### config.mk
export PLATFORM = sky130hd
export DESIGN_NAME = coef_quantizer
export DESIGN_NICKNAME = d
export VERILOG_FILES = /design/src/rtl/coef_quantizer.sv
export SDC_FILE = /design/constraint.sdc
export NUM_CORES = 2
export LEC_CHECK = 0
export BUFFER_PORTS_ARGS = -buffer_cell sky130_fd_sc_hd__clkbuf_2
export CAP_MARGIN = 40
export CORE_MARGIN = 5
export CORE_UTILIZATION = 30
export DETAILED_ROUTE_END_ITERATION = 6
export HOLD_SLACK_MARGIN = 0.1
export PLACE_DENSITY = 0.47
export SYNTH_ARGS = -nofsm -noshare
export SYNTH_HDL_FRONTEND = slang
export SYNTH_SLANG_ARGS = --single-unit
### constraint.sdc
create_clock -name clk -period 11.1 [get_ports clk]
set_clock_uncertainty 0.2 [all_clocks]
set_input_delay 0.555 -clock clk [delete_from_list [all_inputs] [get_ports clk]]
set_output_delay 0.555 -clock clk [all_outputs]
set_load 0.03 [all_outputs]
### src/rtl/coef_quantizer.sv
module coef_quantizer #(
  parameter int IN_W    = 16,
  parameter int RECIP_W = 16,
  parameter int SHIFT   = 13,
  parameter int OUT_W   = 12,
  parameter int N_COEF  = 64,
  localparam int IDX_W  = $clog2(N_COEF)
) (
  input  logic                    clk,
  input  logic                    rst,
  input  logic                    in_vld,
  input  logic [IDX_W-1:0]        in_idx,
  input  logic signed [IN_W-1:0]  in_coef,
  input  logic                    tbl_we,
  input  logic [IDX_W-1:0]        tbl_addr,
  input  logic [RECIP_W-1:0]      tbl_data,
  output logic                    out_vld,
  output logic [IDX_W-1:0]        out_idx,
  output logic signed [OUT_W-1:0] out_coef
);

  localparam int PROD_W = IN_W + RECIP_W;
  localparam int Q_W    = PROD_W + 1 - SHIFT;
  localparam logic [RECIP_W-1:0] UNITY = RECIP_W'(1 << SHIFT);
  localparam logic [PROD_W:0]    HALF  = (PROD_W+1)'(1) << (SHIFT - 1);
  localparam logic [Q_W-1:0]     POS_LIM = Q_W'((1 << (OUT_W - 1)) - 1);
  localparam logic [Q_W-1:0]     NEG_LIM = Q_W'(1 << (OUT_W - 1));

  logic [RECIP_W-1:0] tbl [N_COEF];

  always_ff @(posedge clk) begin
    if (rst) begin
      for (int i = 0; i < N_COEF; i++) tbl[i] <= UNITY;
    end else if (tbl_we) begin
      tbl[tbl_addr] <= tbl_data;
    end
  end

  logic             neg_in;
  logic [IN_W-1:0]  mag_in;
  assign neg_in = in_coef[IN_W-1];
  assign mag_in = neg_in ? IN_W'(-in_coef) : IN_W'(in_coef);

  logic              s1_vld, s2_vld, s3_vld;
  logic [IDX_W-1:0]  s1_idx, s2_idx, s3_idx;
  logic              s1_neg, s2_neg, s3_neg;
  logic [IN_W-1:0]   s1_mag;
  logic [PROD_W-1:0] s2_prod, s3_prod;

  always_ff @(posedge clk) begin
    if (rst) begin
      s1_vld  <= 1'b0;
      s2_vld  <= 1'b0;
      s3_vld  <= 1'b0;
      out_vld <= 1'b0;
    end else begin
      s1_vld  <= in_vld;
      s2_vld  <= s1_vld;
      s3_vld  <= s2_vld;
      out_vld <= s3_vld;
    end
  end

  logic [PROD_W:0]  rnd;
  logic [Q_W-1:0]   q_mag, q_sat;
  logic [OUT_W-1:0] q_low, q_res;

  assign rnd   = {1'b0, s3_prod} + HALF;
  assign q_mag = rnd[PROD_W:SHIFT];
  assign q_sat = s3_neg ? ((q_mag > NEG_LIM) ? NEG_LIM : q_mag)
                        : ((q_mag > POS_LIM) ? POS_LIM : q_mag);
  assign q_low = q_sat[OUT_W-1:0];
  assign q_res = s3_neg ? (~q_low + 1'b1) : q_low;

  always_ff @(posedge clk) begin
    s1_idx   <= in_idx;
    s1_neg   <= neg_in;
    s1_mag   <= mag_in;
    s2_idx   <= s1_idx;
    s2_neg   <= s1_neg;
    s2_prod  <= PROD_W'(s1_mag) * PROD_W'(tbl[s1_idx]);
    s3_idx   <= s2_idx;
    s3_neg   <= s2_neg;
    s3_prod  <= s2_prod;
    out_idx  <= s3_idx;
    out_coef <= q_res;
  end

endmodule

==> impl_results.md <==
- Required time at the endpoint of the critical path: 11.55 ns
- Placer Congestion: 0.775
- Routed vias: 33100
- Chip Width: 452 um
- CTS tree: done
- Number of global-route vias before repair: 34700
- Average footprint of a synthesized cell: 14.1 um2
- Unrepaired setup endpoints after global routing: false
- Dominant cell type by area after synthesis: edfxtp_1
- Number of nets with antenna violations after routing: 0
- Status: finished clean
- Predominant post-synthesis flop cell: edfxtp_1
- Fraction of registers with async set/reset: 0%
- Wire length of the first global-routing pass: 253 mm
- Number of hold violations in the final report: 0
- Initial DRC count: 2832
- Final Max Slew Viols: 0
- Post-layout total power: 19.8 mW
- Count of warnings emitted by yosys: 0
- Post-CTS Setup Inserts: 0
- Leak: 24.4 nW
- Total grt overflow: 0
- Die footprint: 205000 um2
- Max Clk Rate: 110 MHz
- Worst-skew pair later-pin latency: 0.78 ns
- Startpoint types: register
- Global router's overall resource usage: 16.9%
- Worst Hold Slack: 0.123 ns
- Gate count after technology mapping: 4176
- Number of standard cells in the layout, taps in and fillers out: 6951
- Number of levels in the clock H-tree: 4
- Ratio of cells with drive above 1 in the final layout: 18.0%
- P per Cell Area: 297 nW/um2
- Placed cells: 6663
- Aggregate negative setup slack: 0 ns
- Layout net count: 4559
- Worst slew pin tran: 0.891 ns
- Chip height: 452 um
- Area growth syn-to-layout: 13.9%
- Input/output buffers: 66
- Clock root cell: clkbuf_16
- Number of unique standard cell types used by synthesis: 76
- Util after Layout: 34.3%
- Element type at the critical path end: register
- Clock-pin slew on the worst setup and hold paths: 0.06 ns
- Net count of the mapped netlist: 4521
- Share of the synthesized area in the top cell type: 52.4%
- Worst slew slack as a fraction of its limit: 40.6%
- Number of antenna violations at the first check in global routing: 13
- Proportion of synthesized chip area in sequential cells: 55.8%
- DRC violation count after routing: 0
- Largest fanout on the critical path: 33
- Worst setup slack for register-to-register paths: 2.04 ns
- Data arrival at the endpoint of the critical path: 9.51 ns
- Most frequent standard cell in the layout excluding fill and tap cells: and2_1
- Per-cell routed wire length: 24.9 um
- Classification of the worst setup path: reg -> reg
- Vias per cell: 4.75
- Maximum clock insertion buffer count: 3
- Total number of clock tree sinks: 1123
- Num ports: 67
- Post-route minimum period: 9.06 ns
- Final Routed Wirelength: 173 mm
- Leading cell types in the layout, fill and taps excluded: and2_1 (1091), edfxtp_1 (1024), mux4_2 (311)
- Path class of the lowest-slack min-delay path: reg -> reg
- Std-Cell Rows: 162
- Number of enable-type register cells in the synthesized netlist: 1024
- Maximum VDD drop: 0.000649 V
- Post-route fraction of the period consumed by the critical path: 81.6%
- Number of synthesized register bits: 1123
- Largest cells by area after synthesis: edfxtp_1 (52%), mux4_2 (12%), and2_1 (12%)
- Initial core utilization: 30.1%
- Maximum number of pins on one net before global-route repair: 89
- Clock buffers created by TritonCTS: 134
- Number of instances resized during post-cts repair: 0
- Core Region: 195000 um2
- Post-synth design cell area: 58700 um2
- Number of iterations in the first detailed-routing pass: 5
- Final setup vio count: 0
- Maximum capacitance violations: 0
- Detailed Place HPWL: 111 mm
-- cell usage after synthesis (4+ instances only) --
library cell,n
o21ai_0,19
a211oi_1,5
and3_1,11
buf_4,7
a21oi_1,50
and4_1,4
o41ai_1,4
nor2_1,100
o21a_1,4
ha_1,104
nand3b_1,7
nand4_1,6
buf_6,12
mux4_2,311
a22oi_1,9
nand3_1,28
clkbuf_1,228
a31oi_1,7
fa_1,193
mux2i_1,31
nor3_1,14
nand2b_1,9
xnor2_1,35
or3b_2,6
dfxtp_1,99
xor2_1,8
buf_2,49
and2_1,1091
a21o_1,20
or3_1,68
buf_1,31
o31ai_1,4
or2_2,66
edfxtp_1,1024
o21bai_1,9
nand2_1,187
nor2b_1,16
mux4_1,5
inv_1,239
-- worst paths after layout --
| check | startpoint | to | cells past startpoint |
|---|---|---|---|
| worst min-delay path | s2_prod[21]$_DFF_P_ | s3_prod[21]$_DFF_P_ | 0 |
| worst min register to register | s2_prod[21]$_DFF_P_ | s3_prod[21]$_DFF_P_ | 0 |
| worst max register to register | s1_idx[0]$_DFF_P_ | s2_prod[28]$_DFF_P_ | 26 |
| worst max-delay path | s1_idx[0]$_DFF_P_ | s2_prod[28]$_DFF_P_ | 26 |
-- cell type report --
cell class              count  area (um2)
multi-input cells        2484       23700
inverters                 240         903
clock inverters            66         706
repair buffers            231        1970
fillers                 18800      128000
well taps                2624        3280
clock buffers             174        3550
diodes                      9        22.5
flip-flops and latches   1123       32700
-- worst max-delay path, stage by stage, from the launching register on --
cell and delay, ns:
dfxtp_4 0.87, buf_12 0.26, buf_12 0.25, mux4_2 0.61, mux4_2 0.51, mux4_2 0.74, and2_1 0.30, fa_1 0.43
fa_1 0.49, inv_1 0.06, fa_1 0.52, inv_1 0.05, fa_1 0.44, fa_1 0.49, inv_1 0.05, fa_1 0.49
inv_1 0.04, ha_1 0.33, a21o_1 0.20, nor2_1 0.13, o211ai_1 0.11, a21oi_1 0.14, o41ai_1 0.11, a211oi_1 0.29
o21ai_2 0.21, a2111o_1 0.40, o311ai_0 0.09
-- repair_timing --
action / in CTS / in global routing
endpoints found under the setup margin: 0 / 0
endpoints found under the hold margin: 25 / 0
hold buffers: 39 / 0
-- cell families after synthesis --
group	share of synthesized area (%)
flip-flops	55.8
adder cells (fa/ha/maj)	8.80
multiplexers	12.7
buffers and inverters	3.97
AO/OA/AOI/OAI	1.98
AND/OR/NAND/NOR	16.1
XOR/XNOR	0.642
-- registers in the layout, indices dropped and copies added, names as in the netlist --
name and count:
tbl 1024, s2_neg 1, s3_prod 20, out_coef 12, out_vld 1, s2_idx 6
s1_neg 1, s1_idx 6, s1_vld 1, s3_neg 1, s2_vld 1, s2_prod 20
s1_mag 16, s3_vld 1, out_idx 6, s3_idx 6
-- layer usage --
metal	track usage [%]	wire (um)
met4	3.95	3540
met5	0	27
met1	24.0	80000
met2	27.3	81900
met3	2.42	7490
-- power breakdown --
group	internal [mW]	switching (mW)
clock network	2.41	1.88
logic	4.19	6.16
registers	5.03	0.151
total	11.6	8.19
-- per-stage QoR --
step / worst slack (ns) / cell area (um2)
global route: 1.61 / 66800
finish: 2.04 / 66800
CTS: 1.99 / 66800
detailed placement: 1.99 / 62200
global placement: 2.04 / 61900
floorplan: 3.15 / 58700
Note: power is estimated with default switching activity, not from simulation.
